==> src/rtl/sar_pkg.sv <==
package sar_pkg;
   typedef enum logic [2:0] {
      PH_IDLE = 3'd0,
      PH_DIS  = 3'd1,
      PH_SMP  = 3'd2,
      PH_HLD  = 3'd3,
      PH_TRY  = 3'd4
   } phase_e;

   typedef enum logic [1:0] {
      SEL_OPEN = 2'b00,
      SEL_GND  = 2'b01,
      SEL_IN   = 2'b10,
      SEL_REF  = 2'b11
   } capsel_e;
endpackage

==> src/rtl/sar_phase_seq.sv <==
module sar_phase_seq
   import sar_pkg::*;
#(
   parameter int N     = 8,
   parameter int T_DIS = 1,
   parameter int T_SMP = 1,
   parameter int T_HLD = 1
) (
   input  logic   clk,
   input  logic   rst_n,
   input  logic   start,
   output phase_e ph,
   output logic   ph_last
);
   localparam int M1   = (T_DIS > T_SMP) ? T_DIS : T_SMP;
   localparam int M2   = (M1 > T_HLD) ? M1 : T_HLD;
   localparam int MAXD = (M2 > N) ? M2 : N;
   localparam int CW   = $clog2(MAXD + 1);

   logic [CW-1:0] cnt;

   assign ph_last = (cnt == '0);

   always_ff @(posedge clk) begin
      if (!rst_n) begin
         ph  <= PH_IDLE;
         cnt <= '0;
      end else begin
         case (ph)
            PH_IDLE: if (start) begin
               ph  <= PH_DIS;
               cnt <= CW'(T_DIS - 1);
            end
            PH_DIS: if (ph_last) begin
               ph  <= PH_SMP;
               cnt <= CW'(T_SMP - 1);
            end else cnt <= cnt - 1'b1;
            PH_SMP: if (ph_last) begin
               ph  <= PH_HLD;
               cnt <= CW'(T_HLD - 1);
            end else cnt <= cnt - 1'b1;
            PH_HLD: if (ph_last) begin
               ph  <= PH_TRY;
               cnt <= CW'(N - 1);
            end else cnt <= cnt - 1'b1;
            PH_TRY: if (ph_last) ph <= PH_IDLE;
                    else cnt <= cnt - 1'b1;
            default: ph <= PH_IDLE;
         endcase
      end
   end
endmodule

==> src/rtl/sar_bit_reg.sv <==
module sar_bit_reg
   import sar_pkg::*;
#(
   parameter int N = 8
) (
   input  logic         clk,
   input  logic         rst_n,
   input  phase_e       ph,
   input  logic         ph_last,
   input  logic         cmp_hi,
   output logic [N-1:0] trial_bits,
   output logic [N-1:0] result,
   output logic         done
);
   localparam logic [N-1:0] MSB_ONE = {1'b1, {(N-1){1'b0}}};

   logic [N-1:0] kept;
   logic [N-1:0] ptr;
   logic [N-1:0] kept_nxt;

   assign trial_bits = kept | ptr;
   assign kept_nxt   = cmp_hi ? (kept | ptr) : kept;

   always_ff @(posedge clk) begin
      if (!rst_n) begin
         kept   <= '0;
         ptr    <= '0;
         result <= '0;
         done   <= 1'b0;
      end else begin
         done <= 1'b0;
         if (ph == PH_HLD && ph_last) begin
            kept <= '0;
            ptr  <= MSB_ONE;
         end else if (ph == PH_TRY) begin
            kept <= kept_nxt;
            ptr  <= ptr >> 1;
            if (ph_last) begin
               result <= kept_nxt;
               done   <= 1'b1;
            end
         end
      end
   end
endmodule

==> src/rtl/sar_switch_map.sv <==
module sar_switch_map
   import sar_pkg::*;
#(
   parameter int N = 8
) (
   input  phase_e         ph,
   input  logic [N-1:0]   trial_bits,
   output logic [2*N-1:0] cap_sel
);
   for (genvar i = 0; i < N; i++) begin : g_cap
      capsel_e sel;
      always_comb begin
         case (ph)
            PH_DIS:  sel = SEL_GND;
            PH_SMP:  sel = SEL_IN;
            PH_HLD:  sel = SEL_GND;
            PH_TRY:  sel = trial_bits[i] ? SEL_REF : SEL_GND;
            default: sel = SEL_OPEN;
         endcase
      end
      assign cap_sel[2*i +: 2] = sel;
   end
endmodule

==> src/rtl/sar_ctrl.sv <==
module sar_ctrl
   import sar_pkg::*;
#(
   parameter int N     = 8,
   parameter int T_DIS = 1,
   parameter int T_SMP = 1,
   parameter int T_HLD = 1
) (
   input  logic           clk,
   input  logic           rst_n,
   input  logic           start,
   input  logic           cmp_hi,
   output logic [2*N-1:0] cap_sel,
   output logic           sw_dis,
   output logic           sw_smp,
   output logic           sw_hld,
   output logic           busy,
   output logic           done,
   output logic [N-1:0]   result
);
   if (N < 2) begin : g_bad_n
      $error("sar_ctrl: N must be at least 2");
   end
   if (T_DIS < 1 || T_SMP < 1 || T_HLD < 1) begin : g_bad_t
      $error("sar_ctrl: every phase length must be at least 1");
   end

   phase_e       ph;
   logic         ph_last;
   logic [N-1:0] trial_bits;

   sar_phase_seq #(.N(N), .T_DIS(T_DIS), .T_SMP(T_SMP), .T_HLD(T_HLD)) u_seq (
      .clk(clk), .rst_n(rst_n), .start(start), .ph(ph), .ph_last(ph_last)
   );

   sar_bit_reg #(.N(N)) u_bits (
      .clk(clk), .rst_n(rst_n), .ph(ph), .ph_last(ph_last), .cmp_hi(cmp_hi),
      .trial_bits(trial_bits), .result(result), .done(done)
   );

   sar_switch_map #(.N(N)) u_map (
      .ph(ph), .trial_bits(trial_bits), .cap_sel(cap_sel)
   );

   assign sw_dis = (ph == PH_DIS);
   assign sw_smp = (ph == PH_SMP);
   assign sw_hld = (ph == PH_HLD) || (ph == PH_TRY);
   assign busy   = (ph != PH_IDLE);
endmodule

==> config.mk <==
export PLATFORM = sky130hd
export DESIGN_NAME = sar_ctrl
export DESIGN_NICKNAME = d
export VERILOG_FILES = /design/src/rtl/sar_pkg.sv /design/src/rtl/sar_phase_seq.sv /design/src/rtl/sar_bit_reg.sv /design/src/rtl/sar_switch_map.sv /design/src/rtl/sar_ctrl.sv
export SDC_FILE = /design/constraint.sdc
export NUM_CORES = 1
export LEC_CHECK = 0
export ABC_AREA = 1
export CAP_MARGIN = 30
export CORE_MARGIN = 4
export CORE_UTILIZATION = 50
export CTS_CLUSTER_SIZE = 30
export DETAILED_ROUTE_END_ITERATION = 12
export DONT_BUFFER_PORTS = 1
export PLACE_DENSITY = 0.69
export SLEW_MARGIN = 10
export SYNTH_ARGS = -nofsm -noshare
export SYNTH_HDL_FRONTEND = slang
export SYNTH_SLANG_ARGS = --single-unit
==> constraint.sdc <==
create_clock -name clk -period 1.5 [get_ports clk]
set_input_delay 0.225 -clock clk [delete_from_list [all_inputs] [get_ports clk]]
set_output_delay 0.225 -clock clk [all_outputs]
set_load 0.02 [all_outputs]
==> results of run 1 <==
## final timing paths
path | end
setup / recovery | cap_sel[5]
hold / removal | u_bits.result[2]
setup reg to reg | u_seq.cnt[0]
hold reg to reg | u_bits.kept[0]
## synthesized netlist by cell type, types with 2 or more instances
cell      count  area, um2
nand2_1      48        180
a21oi_1      34        170
dfxtp_1      32        641
nor2_1       20       75.1
o21ai_0      14       70.1
inv_1        11       41.3
nand3_1      11       55.1
buf_4         8       60.1
nor3_1        7       35.0
buf_6         3       33.8
clkbuf_1      3       11.3
inv_2         3       11.3
nand2_2       3       18.8
o21ai_1       2       10.0
## worst max-delay path, cell delays in order (launching register included)
cell and delay (ns):
dfxtp_4 0.42, nor2_4 0.17, nand2_2 0.14, o21ai_1 0.11
buf_4 0.16
## registers in the layout (all words and copies together), names as in the netlist
signal and count:
u_bits.result 8, u_seq.ph 3, u_seq.cnt 4, u_bits.kept 8, u_bits.done 1, u_bits.ptr 8
## stage by stage
stage / hold WS (ns) / instance area, um2 / setup TNS (ns)
after floorplan: 0.420 / 1510 / -0.280
after global placement: 0.353 / 1590 / 0
after detailed placement: 0.361 / 1590 / 0
after CTS: 0.00329 / 1770 / -0.386
after global routing: 0.000543 / 1820 / -2.42
final: 0.0147 / 1820 / -0.490
## layout make-up
cell class / instances / area share
Multi-Input combinational cell: 149 / 0.434
Clock inverter: 3 / 0.0130
Sequential cell: 32 / 0.357
Timing Repair Buffer: 24 / 0.124
Inverter: 14 / 0.0302
Clock buffer: 5 / 0.0206
Tap cell: 31 / 0.0213
## layout by cell type, fill, tap and decap left out, types with 3 or more instances in the layout
| cell type | instances |
|---|---|
| nand2_4 | 4 |
| buf_6 | 4 |
| nand3_1 | 10 |
| nor2_1 | 19 |
| nand2_1 | 44 |
| o21ai_1 | 7 |
| clkbuf_4 | 5 |
| nor3_1 | 7 |
| nor2_4 | 3 |
| o21ai_2 | 3 |
| buf_4 | 16 |
| a21oi_1 | 33 |
| dfxtp_1 | 28 |
| nand2_2 | 5 |
| inv_1 | 11 |
| o21ai_0 | 6 |
## timing repair
item                                    4_1_cts  5_1_grt
gates resized for setup                      22       13
cloned                                        2        0
pin swaps                                     3        2
buffers inserted                              5        0
endpoints found under the hold margin         4        4
endpoints found under the setup margin       18       43
hold buffers                                  1        1
## cells by family after synthesis
group	synth area share
flops	0.424
fa+ha+maj	0.00828
buf+inv	0.108
simple gates	0.294
compound gates	0.166
## power breakdown
group / leakage [nW] / total [mW] / internal (mW) / switching [mW]
combinational: 0.451 / 2.05 / 0.770 / 1.28
clock: 0.0274 / 0.512 / 0.184 / 0.328
sequential: 0.261 / 1.07 / 0.955 / 0.115
## metal layers
metal	global-route usage	part of all wire	vias up
li1	-	-	715
met1	0.249	0.45	621
met2	0.327	0.47	50
met3	0.0665	0.069	5
met4	0.0799	0.011	0
met5	0	0	-
==> flow_metrics.tcl, run 1 <==
set metrics [dict create \
    synth_nets 213 \
    gp_congestion 0.761 \
    num_io_pins 33 \
    hp-class "input port to flip-flop" \
    maxCapViolCount 0 \
    antenna_found_initial 0 \
    wire_per_inst_um 14.3 \
    numPortBuffers 0 \
    layout-area-overhead-vs-synth_pct 20.6 \
    dieArea_um2 3960 \
    die_h_um 63.0 \
    hpwlAfterDp_um 2350 \
    clock_path_buffers 2 \
    htree_levels 2 \
    utilization 0.644 \
    required_ns 1.27 \
    via_per_inst 5.39 \
    period_share 1.04 \
    dpl_worst_slack_ns 0.0418 \
    grt_pass1_wl_um 6330 \
    finalPower_mw 3.63 \
    cts-root-buf "clkbuf_4" \
    stdcell_count 258 \
    startpoint "u_seq.ph[2]" \
    seq_area_um2 651 \
    fmax_mhz 640 \
    clk_latency_ns 0.34 \
    core_um2 2830 \
    grt-ovfl-total 0 \
    hp-start "rst_n" \
    violations "negative setup slack" \
    ir_drop_mv 1.46 \
    cts_tree "done" \
    worstMarginPinSlew_ns 0.320 \
    ant_nets 0 \
    syn_area_um2 1510 \
    avgSynthCellArea_um2 7.26 \
    row_count 19 \
    slew_headroom 0.787 \
    cp_max_fo 5 \
    rrSetupSlack_ns 0.03 \
    grt_pass1_vias 1336 \
    whs_path_depth 2 \
    outcome "finished, violations left" \
    dp.cells 241 \
    worstRegToRegCells 8 \
    yosys_register_bits 32 \
    synthCells 208 \
    remaining_drc_errors 0 \
    powerDensity_nw_per_um2 1990 \
    r2r-start "u_seq.ph[0]" \
    setup_viol 16 \
    cts_buffers 5 \
    drv_slew 0 \
    p_leak_nw 0.740 \
    critPathCaptureType "primary output" \
    yosysSeqAreaShare 0.424 \
    layout.nets 231 \
    startpoint_type "flip-flop" \
    synth.distinct_cells 23 \
    min_period_ns 1.56 \
    clkSinkCount 32 \
    grt_usage 0.203 \
    drive_above_1_share 0.260 \
    ys_warn_count 0 \
    path_class "flip-flop to primary output" \
    vias 1391 \
    clk_pin_slew_ns 0.11 \
    dr.pass1.iters 4 \
    wl_um 3680 \
    synth-edff-count 0 \
    crit_arrival_ns 1.34 \
    multi_input_area_um2 791 \
    die_w_um 63.0 \
    layout_setup_ws_ns -0.0624 \
    async_flop_share 0 \
    grt_start_max_net_pins 17 \
    n_antenna_cell 0 \
    ys.flop_type "dfxtp_1" \
    hold_violations 0 \
    start_util 0.534 \
    rsz0062_at_grt "true" \
    fill_cells 224 \
    initialDrtViolationCount 89 \
    skew_ns 0.00969 \
]
Power figures use the tool's default switching activity.
==> inputs of run 2 (changes only) <==
--- a/config.mk
+++ b/config.mk
@@ -5,7 +5,7 @@
 export SDC_FILE = /design/constraint.sdc
 export NUM_CORES = 1
 export LEC_CHECK = 0
-export ABC_AREA = 1
+export ABC_AREA = 0
 export CAP_MARGIN = 30
 export CORE_MARGIN = 4
 export CORE_UTILIZATION = 50
==> run 2 against run 1 <==
Compared with the run above:
- highest routed layer unchanged
- the run still ends with negative setup slack left
- synthesized area increased by 0.99%
- synthesized cell count decreased by 4.8%
- critical path depth unchanged
- largest cell class unchanged
==> flow_metrics.tcl, run 2 <==
set metrics [dict create \
    worstMarginPinSlew_ns 0.471 \
    top_regs "u_bits.kept x8, u_bits.ptr x8, u_bits.result x8" \
    via_per_inst 6.24 \
    clk_pin_slew_ns 0.11 \
    required_ns 1.27 \
    synth_top_area_share 0.420 \
    yosysSeqAreaShare 0.420 \
    holdPathEnd "u_seq.cnt[3]" \
    cts-root-buf "clkbuf_4" \
    num_io_pins 33 \
    cp_cell_sequence "or3b_4, buf_4, buf_6, nand2_4" \
    remaining_drc_errors 0 \
    pwr-share-clk 0.159 \
    synth-edff-count 0 \
    row_count 19 \
    multi_input_area_um2 1070 \
    p_leak_nw 0.869 \
    avgSynthCellArea_um2 7.70 \
    critPathMaxStageDelay_ns 0.39 \
    die_w_um 63.2 \
    critPathCaptureType "primary output" \
    core_um2 2830 \
    die_h_um 63.2 \
    worstReg2RegEnd "u_seq.cnt[3]" \
    yosysTopAreaCell "dfxtp_1" \
    hp-class "input port to flip-flop" \
    syn_area_um2 1530 \
    synth.distinct_cells 32 \
    whs_ns 0.0445 \
    dieArea_um2 4000 \
    path_class "flip-flop to primary output" \
    synth_nets 203 \
    critPathBufInv 2 \
    ant_nets 0 \
    crit_arrival_ns 1.48 \
    clk_latency_ns 0.35 \
    comb_power_share 0.589 \
    p_switching_mw 1.85 \
    skew_ns 0.0163 \
    cts_buffers 5 \
    hpwlAfterDp_um 2550 \
    ir_drop_mv 1.48 \
    maxCapViolCount 0 \
    min_period_ns 1.71 \
    grt_pass1_vias 1457 \
    period_share 1.14 \
    worstRegToRegCells 6 \
    layout.nets 236 \
    p_int_mw 2.36 \
    synthCells 198 \
    slew_headroom 0.685 \
    initialDrtViolationCount 140 \
    cp.depth 4 \
    wire_per_inst_um 19.0 \
    htree_levels 2 \
    fill_cells 155 \
    drv_slew 0 \
    layout_setup_ws_ns -0.205 \
    wl_um 5000 \
    rsz0062_at_grt "true" \
    fmax_mhz 586 \
    start_util 0.539 \
    violations "negative setup slack" \
    tns_ns -4.12 \
    ys_warn_count 0 \
    antenna_found_initial 0 \
    power_frac_seq 0.253 \
    whs_path_depth 2 \
    gp_congestion 0.860 \
    r2r-start "u_seq.cnt[1]" \
    seq_area_um2 652 \
    layout-area-overhead-vs-synth_pct 51.0 \
    cp_max_fo 4 \
    hold_violations 0 \
    numPortBuffers 0 \
    ys.flop_type "dfxtp_1" \
    clock_path_buffers 2 \
    outcome "finished, violations left" \
    critPathTopFamily "simple AND/OR/NAND/NOR gates" \
    grt-ovfl-total 0 \
    n_antenna_cell 0 \
    critPathSlowestCell "or3b_4" \
    powerDensity_nw_per_um2 1830 \
    synth_most_common_cell "nand2_1" \
    dr.pass1.iters 4 \
    layout_common_cells "a21oi_1, buf_4, dfxtp_1" \
    rrSetupSlack_ns -0.12 \
    clkSinkCount 32 \
    setup_viol 32 \
    cts_tree "done" \
    grt_pass1_wl_um 7180 \
    vias 1640 \
    async_flop_share 0 \
    ys_top_cells_by_count "nand2_1, dfxtp_1, a21oi_1" \
    drive_above_1_share 0.461 \
    grt_start_max_net_pins 17 \
    yosys_register_bits 32 \
    ys_top_cells_by_area "dfxtp_1, a21oi_1, nand2_1" \
    startpoint_type "flip-flop" \
    grt_usage 0.229 \
    hp-start "rst_n" \
    swShare 0.440 \
]
-- run 2: area by class of cell --
type / instances / area share
Multi-Input combinational cell: 141 / 0.463
Sequential cell: 32 / 0.283
Timing Repair Buffer: 44 / 0.190
Clock inverter: 2 / 0.0152
Inverter: 7 / 0.0141
Clock buffer: 6 / 0.0179
Tap cell: 31 / 0.0168
-- run 2: kinds of logic (layout without fill, tap and decap cells) --
family                   after synthesis  count (layout)  synth area share
AO/OA/AOI/OAI                         58              58             0.232
adder cells (fa/ha/maj)                2               2            0.0148
AND/OR/NAND/NOR                       78              79             0.232
multiplexers                           1               1           0.00738
XOR/XNOR                               1               1           0.00574
flip-flops                            32              32             0.420
buffers and inverters                 26              59            0.0878
-- run 2: power groups by stage --
stage	clock, mW	combinational, mW	sequential, mW
final	0.669	2.48	1.06
after global routing	0.718	2.65	1.08
after CTS	0.651	2.12	1.06
after detailed placement	0	1.76	1.06
after global placement	0	1.72	1.05
after floorplan	0	1.50	1.06
-- run 2: repair_timing --
action / 4_1_cts / 5_1_grt
endpoints found under the setup margin: 33 / 47
cloned: 2 / 2
hold buffers: 1 / 0
endpoints found under the hold margin: 1 / 0
setup buffers: 12 / 7
pin swaps: 23 / 15
resized for setup: 61 / 32
-- run 2: layer usage --
layer  track usage  part of all wire
met1         0.306              0.40
met2         0.364              0.49
met3        0.0480             0.083
met4        0.0809             0.022
met5             0                 0
-- run 2: how the worst max path moves through the flow --
stage                      start               end
global route         u_seq.ph[2]        cap_sel[4]
global placement    u_seq.cnt[0]  u_bits.result[1]
CTS                  u_seq.ph[2]        cap_sel[0]
detailed placement  u_seq.cnt[1]  u_bits.result[7]
floorplan           u_seq.cnt[0]  u_bits.result[4]
finish               u_seq.ph[2]            sw_hld
-- run 2: through the flow --
step	util	power [mW]	cell area, um2	std cells	setup slack [ns]
global placement	0.594	2.77	1680	232	-0.145
detailed placement	0.594	2.82	1680	232	-0.235
CTS	0.726	3.83	2050	255	-0.171
finish	0.814	4.21	2300	263	-0.205
global route	0.814	4.45	2300	263	-0.254
floorplan	-	2.57	1580	198	-0.0799
-- run 2: worst register-to-register path: stages, from the launching register on --
cell and delay [ns]:
dfxtp_2 0.34, inv_2 0.06, ha_4 0.13, or3b_4 0.47, a2bb2oi_4 0.22, nor2_2 0.05
a2111oi_2 0.26
==> inputs of run 3 (changes only) <==
--- a/config.mk
+++ b/config.mk
@@ -12,8 +12,10 @@
 export CTS_CLUSTER_SIZE = 30
 export DETAILED_ROUTE_END_ITERATION = 12
 export DONT_BUFFER_PORTS = 1
+export MAX_ROUTING_LAYER = met4
 export PLACE_DENSITY = 0.69
 export SLEW_MARGIN = 10
 export SYNTH_ARGS = -nofsm -noshare
 export SYNTH_HDL_FRONTEND = slang
+export SYNTH_HIERARCHICAL = 1
 export SYNTH_SLANG_ARGS = --single-unit
==> run 3 against run 2 <==
Compared with the run above:
- critical path type is now flip-flop to flip-flop
- highest routed layer unchanged
- critical path depth up 5
- sequential power about the same
- clock skew shrank 0.0058 ns
- the run ends with design-rule violations, negative setup slack left
- critical endpoint is now u_bits/ptr[2]
==> flow_metrics.tcl, run 3 <==
set metrics [dict create \
    layout_setup_ws_ns -0.224 \
    outcome "finished, violations left" \
    r2r-start "u_seq/cnt[0]" \
    ir_drop_mv 0.960 \
    num_io_pins 33 \
    async_flop_share 0 \
    wire_per_inst_um 15.4 \
    period_share 1.15 \
    setup_viol 47 \
    remaining_drc_errors 1 \
    layout_common_cells "dfxtp_1, buf_4, nor2_1" \
    row_count 21 \
    p_leak_nw 0.939 \
    vias 1529 \
    gp_congestion 0.840 \
    hp-class "input port to flip-flop" \
    dr.pass1.iters 9 \
    synth_most_common_cell "dfxtp_1" \
    min_period_ns 1.72 \
    initialDrtViolationCount 98 \
    seq_area_um2 654 \
    clk_latency_ns 0.32 \
    drive_above_1_share 0.434 \
    violations "design-rule violations, negative setup slack" \
    dieArea_um2 4590 \
    ys.flop_type "dfxtp_1" \
    htree_levels 2 \
    clkSinkCount 32 \
    startpoint_type "flip-flop" \
    synth_nets 205 \
    clk_pin_slew_ns 0.10 \
    cts-root-buf "clkbuf_4" \
    grt_pass1_wl_um 6730 \
    hpwlAfterDp_um 2820 \
    cts_tree "done" \
    fmax_mhz 580 \
    dp.cells 257 \
    clock_path_buffers 2 \
    yosysTopAreaCell "dfxtp_1" \
    via_per_inst 5.58 \
    ant_nets 0 \
    rsz0062_at_grt "true" \
    yosysSeqAreaShare 0.359 \
    yosys_register_bits 32 \
    stdcell_count 274 \
    ys_warn_count 6 \
    crit_arrival_ns 1.95 \
    drv_slew 0 \
    startpoint "u_seq/cnt[0]" \
    fill_cells 271 \
    required_ns 1.73 \
    skew_ns 0.0105 \
    avgSynthCellArea_um2 8.93 \
    grt_start_max_net_pins 19 \
    n_antenna_cell 0 \
    maxCapViolCount 0 \
    multi_input_area_um2 1190 \
    slew_headroom 0.759 \
    powerDensity_nw_per_um2 1760 \
    ys_top_cells_by_area "dfxtp_1, mux2i_1, a21oi_1" \
    core_um2 3390 \
    critPathCaptureType "flip-flop" \
    synth.distinct_cells 45 \
    synth-edff-count 0 \
    dpl_worst_slack_ns -0.267 \
    hold_violations 0 \
    grt_usage 0.200 \
    layout-area-overhead-vs-synth_pct 32.6 \
    worstMarginPinSlew_ns 0.359 \
    hp-start "rst_n" \
    wl_um 4230 \
    start_util 0.527 \
    ys_top_cells_by_count "dfxtp_1, nor2_1, a21oi_1" \
    synthCells 200 \
    antenna_found_initial 0 \
    cts_buffers 5 \
    grt-ovfl-total 0 \
    syn_area_um2 1790 \
    cp_max_fo 9 \
    die_w_um 67.8 \
    final_common_cell "dfxtp_1" \
    numPortBuffers 0 \
    layout.nets 232 \
    die_h_um 67.8 \
    path_class "flip-flop to flip-flop" \
    synth_top_area_share 0.359 \
    grt_pass1_vias 1462 \
    top_regs "u_bits/kept x8, u_bits/ptr x8, u_bits/result x8" \
]
-- run 3: cell count changes after synthesis, moves of 8 or more --
cell / before / now
a211oi_1: 8 / 0
a21oi_1: 29 / 18
mux2i_1: 0 / 10
nand2_1: 34 / 13
nand2b_1: 0 / 10
o211a_1: 0 / 8
o21ai_0: 14 / 3
o21ai_2: 0 / 9
or2_2: 0 / 8
-- run 3: critical path, cell delays in order (launching register included) --
cell and delay (ns):
dfxtp_4 0.36, inv_4 0.06, ha_4 0.12, or3b_4 0.40
clkinv_4 0.07, buf_4 0.11, nand3_1 0.11, o21ai_2 0.20
buf_6 0.16, nor2_1 0.05
-- run 3: cells by family (layout without fill, tap and decap cells) --
| family | count (synthesis) | in the layout | synth area share |
|---|---|---|---|
| xor+xnor | 1 | 1 | 0.00490 |
| flops | 32 | 32 | 0.359 |
| compound gates | 56 | 56 | 0.243 |
| fa+ha+maj | 1 | 1 | 0.00700 |
| simple gates | 74 | 74 | 0.233 |
| mux | 10 | 10 | 0.0560 |
| buf+inv | 26 | 54 | 0.0980 |
-- run 3: cell type report --
class,instances,area share
clock buffers,6,0.0264
repair buffers,40,0.153
flip-flops and latches,32,0.276
multi-input cells,142,0.503
clock inverters,2,0.00475
inverters,6,0.0127
well taps,46,0.0243
-- run 3: report_power, final --
part / total [mW] / switching (mW) / internal [mW] / leakage (nW)
Combinational: 2.56 / 1.34 / 1.23 / 0.634
Clock: 0.577 / 0.294 / 0.282 / 0.0437
Sequential: 1.04 / 0.101 / 0.937 / 0.261
-- run 3: final timing paths --
| check | slack (ns) | endpoint | depth (start not counted) |
|---|---|---|---|
| min reg2reg | 0.50 | u_bits/kept[7] | 2 |
| min | 0.03 | u_seq/cnt[0] | 1 |
| max reg2reg | -0.22 | u_bits/ptr[2] | 9 |
| max | -0.22 | u_bits/ptr[2] | 9 |
-- run 3: routing by layer --
metal	track usage	wire length [um]
met5	-	0
met4	0.0670	19
met3	0.0416	263
met2	0.333	2120
met1	0.240	1820
-- run 3: through the flow --
step	power [mW]	hold slack, ns	TNS [ns]	util	instance area (um2)
2_1_floorplan	2.62	0.343	-5.26	-	1840
3_3_place_gp	2.95	0.351	-3.54	0.589	2000
3_5_place_dp	3.01	0.355	-5.19	0.589	2000
4_1_cts	4.00	0.00948	-6.01	0.670	2270
5_1_grt	4.42	0.0162	-9.49	0.699	2370
6_report	4.18	0.0335	-6.72	0.699	2370
-- run 3: what timing repair did --
| action | 4_1_cts | 5_1_grt |
|---|---|---|
| pin swaps | 13 | 19 |
| gates cloned | 3 | 0 |
| hold endpoints to repair | 0 | 0 |
| hold buffers | 0 | 0 |
| gates resized for setup | 28 | 23 |
| buffers inserted | 3 | 4 |
| setup endpoints to repair | 49 | 52 |
